==> src/rtl/ldst_addr_gen_pkg.sv <==
package ldst_addr_gen_pkg;

    typedef enum logic [1:0] {
        AM_DISP  = 2'd0,
        AM_PCREL = 2'd1,
        AM_INDEX = 2'd2,
        AM_RSVD  = 2'd3
    } addr_mode_e;

    typedef enum logic [1:0] {
        SZ_BYTE = 2'd0,
        SZ_HALF = 2'd1,
        SZ_WORD = 2'd2,
        SZ_RSVD = 2'd3
    } acc_size_e;

    typedef enum logic {
        OS_EMPTY = 1'b0,
        OS_FULL  = 1'b1
    } out_state_e;

endpackage

==> src/rtl/ldst_operand_sel.sv <==
module ldst_operand_sel
    import ldst_addr_gen_pkg::*;
#(
    parameter int XLEN    = 32,
    parameter int IMM_W   = 16,
    parameter int SCALE_W = 2,
    parameter int PC_SH   = 2
) (
    input  addr_mode_e         mode,
    input  logic [XLEN-1:0]    base,
    input  logic [XLEN-1:0]    index,
    input  logic [XLEN-1:0]    pc,
    input  logic [IMM_W-1:0]   imm,
    input  logic [SCALE_W-1:0] scale,
    output logic [XLEN-1:0]    opa,
    output logic [XLEN-1:0]    opb
);
    localparam int EXT_W = XLEN - IMM_W;

    logic [XLEN-1:0] imm_sx;
    assign imm_sx = {{EXT_W{imm[IMM_W-1]}}, imm};

    // Exactly two addends leave this block, whichever mode is selected.
    always_comb begin
        opa = base;
        opb = imm_sx;
        unique case (mode)
            AM_DISP: begin
                opa = base;
                opb = imm_sx;
            end
            AM_PCREL: begin
                opa = pc;
                opb = imm_sx << PC_SH;
            end
            AM_INDEX: begin
                opa = base;
                opb = index << scale;
            end
            AM_RSVD: begin
                opa = base;
                opb = imm_sx;
            end
        endcase
    end
endmodule

==> src/rtl/ldst_adder.sv <==
module ldst_adder #(
    parameter int XLEN = 32
) (
    input  logic [XLEN-1:0] a,
    input  logic [XLEN-1:0] b,
    output logic [XLEN-1:0] sum
);
    // The carry out is dropped, so the sum wraps.
    assign sum = a + b;
endmodule

==> src/rtl/ldst_rule_check.sv <==
module ldst_rule_check
    import ldst_addr_gen_pkg::*;
(
    input  addr_mode_e  mode,
    input  logic        store,
    input  acc_size_e   size,
    input  logic [1:0]  addr_lo,
    output logic        illegal,
    output logic        misalign
);
    always_comb begin
        illegal = 1'b0;
        unique case (mode)
            AM_DISP:  illegal = 1'b0;
            AM_PCREL: illegal = store || (size != SZ_WORD);
            AM_INDEX: illegal = store;
            AM_RSVD:  illegal = 1'b1;
        endcase
        if (size == SZ_RSVD) begin
            illegal = 1'b1;
        end
    end

    always_comb begin
        misalign = 1'b0;
        unique case (size)
            SZ_BYTE: misalign = 1'b0;
            SZ_HALF: misalign = addr_lo[0];
            SZ_WORD: misalign = |addr_lo;
            SZ_RSVD: misalign = 1'b0;
        endcase
    end
endmodule

==> src/rtl/ldst_addr_gen.sv <==
module ldst_addr_gen
    import ldst_addr_gen_pkg::*;
#(
    parameter int XLEN    = 32,
    parameter int IMM_W   = 16,
    parameter int SCALE_W = 2
) (
    input  logic               clk,
    input  logic               rst,
    input  logic               in_valid,
    input  logic [1:0]         in_mode,
    input  logic               in_store,
    input  logic [XLEN-1:0]    in_base,
    input  logic [XLEN-1:0]    in_index,
    input  logic [XLEN-1:0]    in_pc,
    input  logic [IMM_W-1:0]   in_imm,
    input  logic [SCALE_W-1:0] in_scale,
    input  logic [1:0]         in_size,
    output logic [XLEN-1:0]    out_addr,
    output logic               out_valid,
    output logic               out_illegal,
    output logic               out_misalign
);
    addr_mode_e      mode_c;
    acc_size_e       size_c;
    logic [XLEN-1:0] opa;
    logic [XLEN-1:0] opb;
    logic [XLEN-1:0] sum;
    logic            illegal_c;
    logic            misalign_c;
    out_state_e      state_q;
    out_state_e      state_d;
    logic [XLEN-1:0] addr_q;
    logic            illegal_q;
    logic            misalign_q;

    assign mode_c = addr_mode_e'(in_mode);
    assign size_c = acc_size_e'(in_size);

    ldst_operand_sel #(
        .XLEN   (XLEN),
        .IMM_W  (IMM_W),
        .SCALE_W(SCALE_W),
        .PC_SH  (2)
    ) u_sel (
        .mode (mode_c),
        .base (in_base),
        .index(in_index),
        .pc   (in_pc),
        .imm  (in_imm),
        .scale(in_scale),
        .opa  (opa),
        .opb  (opb)
    );

    ldst_adder #(.XLEN(XLEN)) u_add (
        .a  (opa),
        .b  (opb),
        .sum(sum)
    );

    ldst_rule_check u_chk (
        .mode    (mode_c),
        .store   (in_store),
        .size    (size_c),
        .addr_lo (sum[1:0]),
        .illegal (illegal_c),
        .misalign(misalign_c)
    );

    // Next-state logic: take on a strobe, drain otherwise.
    always_comb begin
        state_d = state_q;
        unique case (state_q)
            OS_EMPTY: state_d = in_valid ? OS_FULL : OS_EMPTY;
            OS_FULL:  state_d = in_valid ? OS_FULL : OS_EMPTY;
        endcase
    end

    // State register.
    always_ff @(posedge clk) begin
        if (rst) begin
            state_q <= OS_EMPTY;
        end else begin
            state_q <= state_d;
        end
    end

    // Output registers.
    always_ff @(posedge clk) begin
        if (rst) begin
            addr_q     <= '0;
            illegal_q  <= 1'b0;
            misalign_q <= 1'b0;
        end else begin
            illegal_q  <= in_valid && illegal_c;
            misalign_q <= in_valid && misalign_c;
            if (in_valid) begin
                addr_q <= sum;
            end
        end
    end

    assign out_addr     = addr_q;
    assign out_valid    = (state_q == OS_FULL);
    assign out_illegal  = illegal_q;
    assign out_misalign = misalign_q;
endmodule

==> config.mk <==
export PLATFORM = sky130hd
export DESIGN_NAME = ldst_addr_gen
export DESIGN_NICKNAME = d
export VERILOG_FILES = /design/src/rtl/ldst_addr_gen_pkg.sv /design/src/rtl/ldst_operand_sel.sv /design/src/rtl/ldst_adder.sv /design/src/rtl/ldst_rule_check.sv /design/src/rtl/ldst_addr_gen.sv
export SDC_FILE = /design/constraint.sdc
export NUM_CORES = 1
export LEC_CHECK = 0
export BUFFER_PORTS_ARGS = -buffer_cell sky130_fd_sc_hd__buf_4
export CORE_MARGIN = 3
export CORE_UTILIZATION = 47
export CTS_CLUSTER_DIAMETER = 200
export DETAILED_ROUTE_END_ITERATION = 12
export PLACE_DENSITY = 0.79
export SLEW_MARGIN = 20
export SYNTH_ARGS = -nofsm -noshare
export SYNTH_HDL_FRONTEND = slang
export SYNTH_SLANG_ARGS = --single-unit
==> constraint.sdc <==
create_clock -name clk -period 3.5 [get_ports clk]
set_clock_uncertainty 0.1 [all_clocks]
set_input_delay 0.35 -clock clk [delete_from_list [all_inputs] [get_ports clk]]
set_output_delay 0.35 -clock clk [all_outputs]
set_load 0.01 [all_outputs]
Word level (Yosys, flattened, before mapping). Index checks and enable logic that the tools add are counted.

Add/subtract/negate cells: 1. Eq/ne operators: 7. Shifts and indexed selects: 1. Muxes and demuxes: 6. Reductions and logical operators: 9.

Operator list (number): 32-bit case mux with 3 select lines (1); 32-bit case mux with 2 select lines (1); 32-bit adder (1); 32-bit by 2-bit << shifter with 32-bit output (1); 2-bit equality test (second input constant) (4); 2-bit OR reduction (3); 2-bit by 1-bit equality test with 1-bit output (second input constant) (2); 2-bit logical NOT (2); 1-bit case mux with 4 select lines (1); 1-bit case mux with 3 select lines (1); 3-bit OR reduction (1); 1-bit logical AND (2); 1-bit two-way mux (2); 2-bit != test (second input constant) (1); 1-bit logical OR (1).

Register bits: 35. Bits of input ports: 122. Output and inout bits: 35. Logic and storage cells: 28.

Longest topological paths before layout. Gate-level depths: netlist (run 1).

Depth after elaboration: 7. Gate-level depth with buffers: 16. Gate-level depth less buffers: 15.

Hierarchy. Synthesis (run 1) repeated with hierarchy kept, for this count alone.

Cells, all modules: 510. Area total of the unflattened synthesis: 4317.9 um^2.

Modules (own cells, without submodules): ldst_adder (instances 1, cells each 221, area each 1601.5 um^2, seq. area each 0.0 um^2); ldst_operand_sel (instances 1, cells each 173, area each 1422.6 um^2, seq. area each 0.0 um^2); ldst_addr_gen (instances 1, cells each 110, area each 1252.5 um^2, seq. area each 700.7 um^2); ldst_rule_check (instances 1, cells each 6, area each 41.3 um^2, seq. area each 0.0 um^2).

Worst setup path before layout (run 1). Ideal clock, no wire load.

Kind: input to register. Start point: in in_mode[1]. End point: reg addr_q[26], in the netlist out_addr[26]. Setup time: 0.141 ns. Arrival: 3.367 ns. Required time: 3.259 ns. Slack: -0.109 ns. Cell stages on the path: 16. Buffers on the path: 3. Cell sequence: inv_1 > ha_1 > clkbuf_1 > buf_1 > clkbuf_1 > a21oi_1 > ha_1 > inv_1 > fa_1 > and2b_1 > o211ai_1 > a31o_2 > o221a_2 > a211oi_2 > mux2i_1 > o311ai_0.

Longest elaborated chain between the ends: 4. Elaborated cells on any way between the ends: 9. Classes of those cells: add/sub: 1; eq/ne: 3; mux: 2; reduce/logical: 3.

Ends and longest elaborated chain: start: declaration (RTL line ldst_addr_gen.sv:11) `input logic [1:0] in_mode,`; 2-bit equality test or 2-bit logical NOT (tied branches) (RTL line ldst_operand_sel.sv:27) `unique case (mode)`; 3-bit OR reduction (no line) or 2-bit OR reduction (tied branches); 32-bit case mux with 2 select lines or 32-bit case mux with 3 select lines (tied branches) (RTL line ldst_operand_sel.sv:27); 32-bit adder (*) (RTL line ldst_adder.sv:9) `assign sum = a + b;`; end signal: assignment (RTL line ldst_addr_gen.sv:99) `addr_q <= sum;`; end: declaration (RTL line ldst_addr_gen.sv:33) `logic [XLEN-1:0] addr_q;`.

Mark *: on every way between the ends. The rest lies on a longest branch, timed or not. A chain may end at the register's enable or synchronous reset.

Worst setup path after layout (run 1).
Start point: in in_mode[1]. End point: reg addr_q[19], in the netlist out_addr[19].

The elaborated chain is that of the path after synthesis.

==> results of run 1 <==
==> cell usage in the layout (no fill, tap or decap), types with 4 or more instances in the layout <==
master / instances
nand2_1: 61
inv_1: 26
clkbuf_8: 6
buf_4: 215
nor3_1: 4
a221oi_1: 12
nand4_1: 8
ha_1: 35
o21ai_1: 8
o211ai_1: 6
nor2b_1: 9
a21o_1: 6
xnor2_1: 11
mux2i_1: 12
dfxtp_1: 35
a21oi_1: 76
mux2_2: 31
mux4_2: 27
a211oi_1: 5
xor2_1: 18
nand2b_1: 9
o21a_1: 4
o21ai_0: 32
nor2_1: 38
o21bai_1: 4
==> power by group through the flow <==
stage          combinational, mW  sequential (mW)  clock, mW
6_report                    1.36            0.499      0.373
4_1_cts                     1.35            0.499      0.380
3_3_place_gp                1.32            0.505          0
3_5_place_dp                1.34            0.507          0
2_1_floorplan              0.748            0.533          0
5_1_grt                     1.49            0.506      0.395
==> metal layers <==
metal  vias up  track usage [%]  share of wire, %
met1      2267             35.8                48
li1       2449                -                 -
met4         0             5.22               1.2
met2       136             40.4                46
met3        15             1.92               4.3
met5         -                0                 0
==> sequential cells by signal (all words and copies together) (netlist names) <==
register / count
out_illegal: 1
out_valid: 1
out_misalign: 1
out_addr: 32
==> kinds of logic after synthesis <==
| group | count (synthesis) |
|---|---|
| buf+inv | 59 |
| flops | 35 |
| mux | 70 |
| xor+xnor | 29 |
| simple gates | 147 |
| compound gates | 179 |
| fa+ha+maj | 38 |
==> critical path: stages <==
cell and delay, ns:
buf_4 0.11, inv_1 0.10, ha_2 0.30, buf_4 0.18, buf_12 0.13, mux2_2 0.35
ha_1 0.34, nand2_1 0.11, o21ai_0 0.33, nor2_1 0.12, a22oi_4 0.25, a21oi_1 0.13
or4b_1 0.49, o311ai_1 0.10
==> worst max-delay path by stage <==
stage,start,to,slack [ns]
CTS,in_mode[0],out_addr[31],0.15
global placement,in_mode[1],out_addr[26],-0.08
floorplan,in_mode[1],out_addr[26],0.009
global route,in_mode[1],out_addr[29],0.009
finish,in_mode[1],out_addr[19],0.20
detailed placement,in_mode[0],out_addr[31],-0.13
==> layout make-up <==
class / count / area share (%)
Inverter: 26 / 1.53
Clock inverter: 2 / 0.549
Timing Repair Buffer: 220 / 26.4
Tap cell: 129 / 2.53
Clock buffer: 6 / 1.29
Sequential cell: 35 / 11.0
Multi-Input combinational cell: 463 / 56.7
==> what timing repair did <==
item,in CTS,in global routing
buffers inserted,0,0
setup endpoints to repair,0,11
hold buffers,0,0
resized for setup,0,9
==> flow_summary.toml, run 1 <==
[final_layout]
fin_cells = 881
drive_gt1_share_pct = 40.0
fillers = 800
final_nets = 911
area_delta_synth_final_pct = 40.8
multiInputGateArea_um2 = 3620
fin_util_pct = 68.5
insertedDiodeCount = 0
seq_area_um2 = 701
finalInstanceArea_um2 = 6380

[cts]
cts_root_buffer = "clkbuf_8"
clock_sinks = 35
cts_buffer_depth = 2
numCtsBuffers = 5
path_clk_slew_ns = 0.07
cts_tree = "yes"
worstSkewPairLatency_ns = 0.28
cts_max_level = 2

[timing]
setup_slack_ns = 0.200
rsz0062_at_grt = "no"
period_share_pct = 94.3
setup-tns-final_ns = 0
whs_ns = 0.243
tightest_slew_ns = 0.677
drv_slew = 0
slew-limit-headroom_pct = 54.8
final-setup-viol-count = 0
max_freq_mhz = 303
finalHoldViolations = 0
finalCriticalPeriod_ns = 3.30

[grt]
grt_usage_pct = 24.7
grt_overflow = 0
grt_first_pass_wirelength_mm = 22.3
antenna_found_initial = 0
grt_max_degree = 24
grt_pass1_vias = 4561

[critical_path]
crit_fanout = 10
end_kind = "register"
worstReg2RegStart = "out_addr[31]"
crit_path_start_kind = "primary input"
rr_worst_depth = 2
cp.required_ns = 3.59
r2r-end = "out_addr[31]"
crit_type = "primary input to register"
reg2reg_slack_ns = 2.69
cp.arrival_ns = 3.39

[die]
die_area_um2 = 10900
initial_core_util_pct = 48.6
placeableCoreArea_um2 = 9330
core.rowCount = 35
ios = 157
die_w_um = 104
die_h_um = 104

[power]
p_seq_share_pct = 22.4
ir_drop_mv = 0.191
power_switching_uw = 858
p_comb_share_pct = 60.9
power_mw = 2.23
p_clk_share_pct = 16.7
intPower_mw = 1.37
leakagePower_nw = 2.88
power_density_nw_per_um2 = 349
sw_frac_of_total_pct = 38.5

[logic_synthesis]
synth-edff-count = 0
yosys.area_share.simple_pct = 14.8
syn_avg_cell_area_um2 = 8.14
synth_flop_cell = "dfxtp_1"
yosysSeqAreaShare_pct = 15.5
synth_area_um2 = 4530
ys_types = 60
netlist_instances = 557
synth_compound_area_share_pct = 24.6
ys_top_cells_by_count = "a21oi_1 (76), nand2_1 (61), nor2_1 (41), ha_1 (37), dfxtp_1 (35)"
yosys_warnings = 0
synth_top_area_cell = "dfxtp_1"
yosysMostFrequentCell = "a21oi_1"
synth_mux_area_share_pct = 23.8
synthArstFlopShare_pct = 0
ys_ff_latch = 35
synth_top_area_share_pct = 15.5
yosys.area_share.adder_pct = 10.7
synth_area_leaders = "dfxtp_1 (15%), mux4_2 (13%), ha_1 (10%), a21oi_1 (8.4%), mux2_2 (7.7%)"
syn_nets = 717
synth-xor-area-share_pct = 5.60
synth_top_family_by_area = "compound AO/OA/AOI/OAI gates"

[drt]
drt_iter0_markers = 241
antenna_left = 0
drt-vias-per-instance = 5.52
firstDrtPassIters = 5
drc = 0
wl_mm = 13.9
vias = 4867
wl_per_cell_um = 15.8

[placed_design]
numPortBuffers = 156
placed_cells = 873
placed_cell_area_um2 = 6240
globalplace.congestion = 0.881
place_ws_ns = -0.126
dp_hpwl_mm = 12.1

[hold_path]
whs_path_depth = 3
min_from = "in_size[0]"
whs_endpoint = "out_illegal"
hold_class = "primary input to register"

[status]
status = "finished clean"

[job]
maxCapViolCount = 0
Power figures use the tool's default switching activity.
==> run 2, diff against run 1 <==
--- a/config.mk
+++ b/config.mk
@@ -7,10 +7,10 @@
 export LEC_CHECK = 0
 export BUFFER_PORTS_ARGS = -buffer_cell sky130_fd_sc_hd__buf_4
 export CORE_MARGIN = 3
-export CORE_UTILIZATION = 47
+export CORE_UTILIZATION = 42
 export CTS_CLUSTER_DIAMETER = 200
 export DETAILED_ROUTE_END_ITERATION = 12
-export PLACE_DENSITY = 0.79
+export PLACE_DENSITY = 0.72
 export SLEW_MARGIN = 20
 export SYNTH_ARGS = -nofsm -noshare
 export SYNTH_HDL_FRONTEND = slang
==> flow_summary.toml, run 2 (synthesized netlist as in run 1, its figures left out) <==
[power]
p_comb_share_pct = 64.0
ir_drop_mv = 0.298
p_seq_share_pct = 22.8
sw_frac_of_total_pct = 39.3
intPower_mw = 1.32
p_clk_share_pct = 13.1
power_density_nw_per_um2 = 340
power_mw = 2.18
power_switching_uw = 855
leakagePower_nw = 2.90

[final_layout]
fillers = 934
final_nets = 920
insertedDiodeCount = 0
fin_cells = 896
area_delta_synth_final_pct = 41.3
layout_commonest_cell = "buf_4"
finalInstanceArea_um2 = 6400
fin_util_pct = 61.5
drive_gt1_share_pct = 40.3
most-common-layout-cells = "buf_4 (227), a21oi_1 (76), nand2_1 (61), nor2_1 (41)"
largest_reg_flops = 32

[drt]
antenna_left = 0
wl_per_cell_um = 15.9
wl_mm = 14.2
drc = 0
drt-vias-per-instance = 5.42
vias = 4859
firstDrtPassIters = 5
drt_iter0_markers = 232

[grt]
grt_pass1_vias = 4466
grt_overflow = 0
grt_max_degree = 43
grt_usage_pct = 23.0
grt_first_pass_wirelength_mm = 22.1
antenna_found_initial = 0

[cts]
cts_buffer_depth = 2
clock_sinks = 35
worstSkewPairLatency_ns = 0.28
cts_root_buffer = "clkbuf_8"
cts_tree = "yes"
numCtsBuffers = 5
path_clk_slew_ns = 0.07
hold_buffers = 0
cts_max_level = 2
cts_setup_buffers = 0

[critical_path]
cp.required_ns = 3.54
cp.arrival_ns = 3.30
cp_top_family = "compound AO/OA/AOI/OAI gates"
crit_top_cell = "mux2i_1"
end_kind = "register"
path_cells = "buf_6, buf_4, mux2i_1, nor3b_1, a21oi_1, nor2_1, inv_1, fa_1, and2b_1, o211ai_1, a31o_2, o221a_2, a211oi_2, mux2i_1, o311ai_0"
cp_slowest_stage_delay_ns = 0.44
reg2reg_slack_ns = 2.69
endpoint = "out_addr[26]"
crit_path_start_kind = "primary input"
worstReg2RegStart = "out_addr[19]"
crit_fanout = 15
path_buf_inv = 3
rr_worst_depth = 2
path_depth = 15
critPathLaunch = "in_scale[0]"
r2r-end = "out_addr[19]"
crit_type = "primary input to register"
critical_path.slowest_cell = "fa_1"

[die]
die_w_um = 110
ios = 157
die_area_um2 = 12100
initial_core_util_pct = 43.5
core.rowCount = 37
die_h_um = 110
placeableCoreArea_um2 = 10400

[placed_design]
globalplace.congestion = 0.877
dp_hpwl_mm = 12.2
numPortBuffers = 156
placed_cell_area_um2 = 6300
placed_cells = 889

[timing]
tightest_slew_ns = 1.01
final-setup-viol-count = 0
slew-limit-headroom_pct = 32.7
period_share_pct = 93.0
finalCriticalPeriod_ns = 3.25
setup-tns-final_ns = 0
drv_slew = 0
finalHoldViolations = 0
max_freq_mhz = 307

[hold_path]
whs_path_depth = 3
hold_class = "primary input to register"
min_from = "in_size[0]"

[status]
status = "finished clean"

[job]
maxCapViolCount = 0
run 2: changes by cell type in the layout (fill, tap and decap cells not counted), sizes merged:
cell | before | now
buf | 220 | 229
bufinv | 1 | 0
run 2: final cells by class:
class	count	area, um2	area share, %
timing repair buffer	229	1740	27.1
tap	136	170	2.66
clock inverter	1	5.00	0.0781
multi-input combinational	463	3610	56.4
inverter	26	97.6	1.52
sequential	35	701	10.9
clock buffer	6	82.6	1.29
run 2: repair_timing:
action                                  4_1_cts  5_1_grt
endpoints found under the setup margin        0        5
gates resized for setup                       0        3
endpoints found under the hold margin         0        0
run 2: worst min-delay path by stage:
stage / end / slack (ns)
after global routing: out_illegal / 0.29
final: out_illegal / 0.25
after floorplan: out_addr[21] / 0.37
after CTS: out_illegal / 0.25
after detailed placement: out_addr[27] / 0.35
after global placement: out_addr[29] / 0.34
run 2: metal layers:
metal	share of wire (%)	GRT usage, %
met1	49	35.6
met2	45	35.8
met3	5.5	0.881
met4	0.87	3.83
met5	0	0
run 2: metrics by stage:
step	setup WS, ns	hold slack [ns]
floorplan	0.00944	0.372
global placement	-0.0150	0.337
detailed placement	-0.0873	0.347
CTS	0.205	0.251
global route	-0.0136	0.288
finish	0.247	0.246
run 2: power groups by stage:
stage | registers, mW | clock network [mW] | logic (mW)
detailed placement | 0.506 | 0 | 1.38
global route | 0.505 | 0.308 | 1.54
CTS | 0.498 | 0.294 | 1.38
finish | 0.497 | 0.286 | 1.39
global placement | 0.503 | 0 | 1.36
floorplan | 0.533 | 0 | 0.748
run 2: worst reg2reg max path: stages (launching register included):
cell      delay (ns)
dfxtp_1         0.34
inv_1           0.05
o311ai_1        0.24
==> run 3, diff against run 2 <==
--- a/config.mk
+++ b/config.mk
@@ -14,4 +14,5 @@
 export SLEW_MARGIN = 20
 export SYNTH_ARGS = -nofsm -noshare
 export SYNTH_HDL_FRONTEND = slang
+export SYNTH_HIERARCHICAL = 1
 export SYNTH_SLANG_ARGS = --single-unit
==> flow_summary.toml, run 3 <==
[hold_path]
whs_endpoint = "out_misalign"
hold_class = "primary input to register"
whs_path_depth = 3
min_from = "in_size[0]"

[timing]
tightest_slew_ns = 0.557
whs_ns = 0.278
max_freq_mhz = 289
finalCriticalPeriod_ns = 3.46
drv_slew = 0
rsz0062_at_grt = "yes"
setup-tns-final_ns = 0
slew-limit-headroom_pct = 62.9
final-setup-viol-count = 0
setup_slack_ns = 0.0376
period_share_pct = 98.9
finalHoldViolations = 0

[status]
status = "finished clean"

[final_layout]
fillers = 831
largest_reg_flops = 32
insertedDiodeCount = 0
finalInstanceArea_um2 = 6380
layout_commonest_cell = "buf_4"
final_nets = 883
seq_area_um2 = 701
fin_util_pct = 64.7
area_delta_synth_final_pct = 47.9
most-common-layout-cells = "buf_4 (237), mux2_2 (48), mux2i_1 (47), nor2_1 (41), nand2_1 (38)"
fin_cells = 860
multiInputGateArea_um2 = 3520
drive_gt1_share_pct = 46.9

[cts]
worstSkewPairLatency_ns = 0.28
cts_buffer_depth = 2
cts_max_level = 2
path_clk_slew_ns = 0.08
numCtsBuffers = 5
cts_root_buffer = "clkbuf_8"
cts_tree = "yes"
clock_sinks = 35

[logic_synthesis]
synth_top_family_by_area = "multiplexers"
synth-xor-area-share_pct = 5.88
yosys_warnings = 6
synth_area_um2 = 4320
synth_compound_area_share_pct = 23.3
ys_top_cells_by_count = "mux2_2 (48), mux2i_1 (47), nor2_1 (42), nand2_1 (38), dfxtp_1 (35)"
syn_avg_cell_area_um2 = 8.47
syn_nets = 667
synth_top_area_share_pct = 16.2
synth_area_leaders = "dfxtp_1 (16%), mux2_2 (13%), mux2i_1 (11%), ha_1 (9.9%), xnor2_1 (4.1%)"
synth_mux_area_share_pct = 23.7
synth_flop_cell = "dfxtp_1"
synth_top_area_cell = "dfxtp_1"
synth-edff-count = 0
ys_types = 63
yosys.area_share.simple_pct = 14.3
yosysSeqAreaShare_pct = 16.2
yosysMostFrequentCell = "mux2_2"
ys_ff_latch = 35
netlist_instances = 510
synthArstFlopShare_pct = 0
yosys.area_share.adder_pct = 10.3

[placed_design]
dp_hpwl_mm = 11.8
numPortBuffers = 156
placed_cells = 850
place_ws_ns = -0.265
placed_cell_area_um2 = 6100
globalplace.congestion = 0.947

[job]
maxCapViolCount = 0

[critical_path]
end_kind = "register"
crit_fanout = 6
rr_worst_depth = 2
crit_type = "primary input to register"
cp.arrival_ns = 3.54
r2r-end = "out_addr[0]"
reg2reg_slack_ns = 2.76
cp.required_ns = 3.58
worstReg2RegStart = "out_addr[0]"
crit_path_start_kind = "primary input"

[drt]
drt-vias-per-instance = 5.46
vias = 4696
drc = 0
drt_iter0_markers = 242
firstDrtPassIters = 5
wl_mm = 14.3
wl_per_cell_um = 16.6
antenna_left = 0

[grt]
grt_first_pass_wirelength_mm = 22.1
grt_pass1_vias = 4465
antenna_found_initial = 0
grt_overflow = 0
grt_usage_pct = 23.6
grt_max_degree = 34

[die]
die_area_um2 = 11500
die_h_um = 107
core.rowCount = 36
die_w_um = 107
placeableCoreArea_um2 = 9860
ios = 157
initial_core_util_pct = 43.8

[power]
leakagePower_nw = 3.05
power_mw = 2.30
ir_drop_mv = 0.192
power_density_nw_per_um2 = 360
==> run 3: layout make-up <==
type,count,area share [%]
Clock buffer,6,1.29
Clock inverter,2,0.549
Inverter,12,0.745
Multi-Input combinational cell,431,55.1
Sequential cell,35,11.0
Tap cell,133,2.61
Timing Repair Buffer,241,28.7
==> run 3: layer usage <==
metal | vias to the layer above | global-route usage, % | wire [um]
met3 | 12 | 1.98 | 833
met1 | 2185 | 34.3 | 6570
li1 | 2328 | - | -
met2 | 171 | 38.4 | 6800
met4 | 0 | 4.24 | 108
met5 | - | 0 | 0
==> run 3: worst max-delay path, cell delays in order <==
cell	delay [ns]
buf_6	0.11
inv_4	0.05
ha_4	0.16
nand3b_1	0.24
o22ai_2	0.12
a221o_2	0.35
ha_4	0.30
and3_4	0.19
a221oi_4	0.07
a221o_2	0.43
o2111ai_2	0.23
o211ai_2	0.17
o31ai_2	0.32
a21oi_1	0.13
xnor2_1	0.13
mux2i_1	0.13
nor2_1	0.05
==> run 3: logic make-up after synthesis <==
| logic type | after synthesis |
|---|---|
| buffers and inverters | 44 |
| XOR/XNOR | 29 |
| adder cells (fa/ha/maj) | 35 |
| AO/OA/AOI/OAI | 143 |
| multiplexers | 96 |
| flip-flops | 35 |
| AND/OR/NAND/NOR | 128 |
==> run 3: worst max path at each step <==
stage,start,end,depth (start not counted)
2_1_floorplan,in_mode[0],out_addr[28],17
3_3_place_gp,in_mode[1],out_addr[30],18
3_5_place_dp,in_mode[1],out_addr[26],17
4_1_cts,in_mode[0],out_addr[30],18
5_1_grt,in_mode[1],out_addr[28],17
6_report,in_mode[1],out_addr[24],17
==> run 3: where the power goes <==
part / internal (mW) / switching [mW] / total (mW)
Sequential: 0.464 / 0.0353 / 0.500
Combinational: 0.735 / 0.670 / 1.41
Clock: 0.231 / 0.161 / 0.392
Total: 1.43 / 0.867 / 2.30
==> run 3: what timing repair did <==
action / 4_1_cts / 5_1_grt
setup endpoints to repair: 0 / 11
hold buffers: 0 / 0
resized for setup: 0 / 32
buffers inserted: 0 / 3
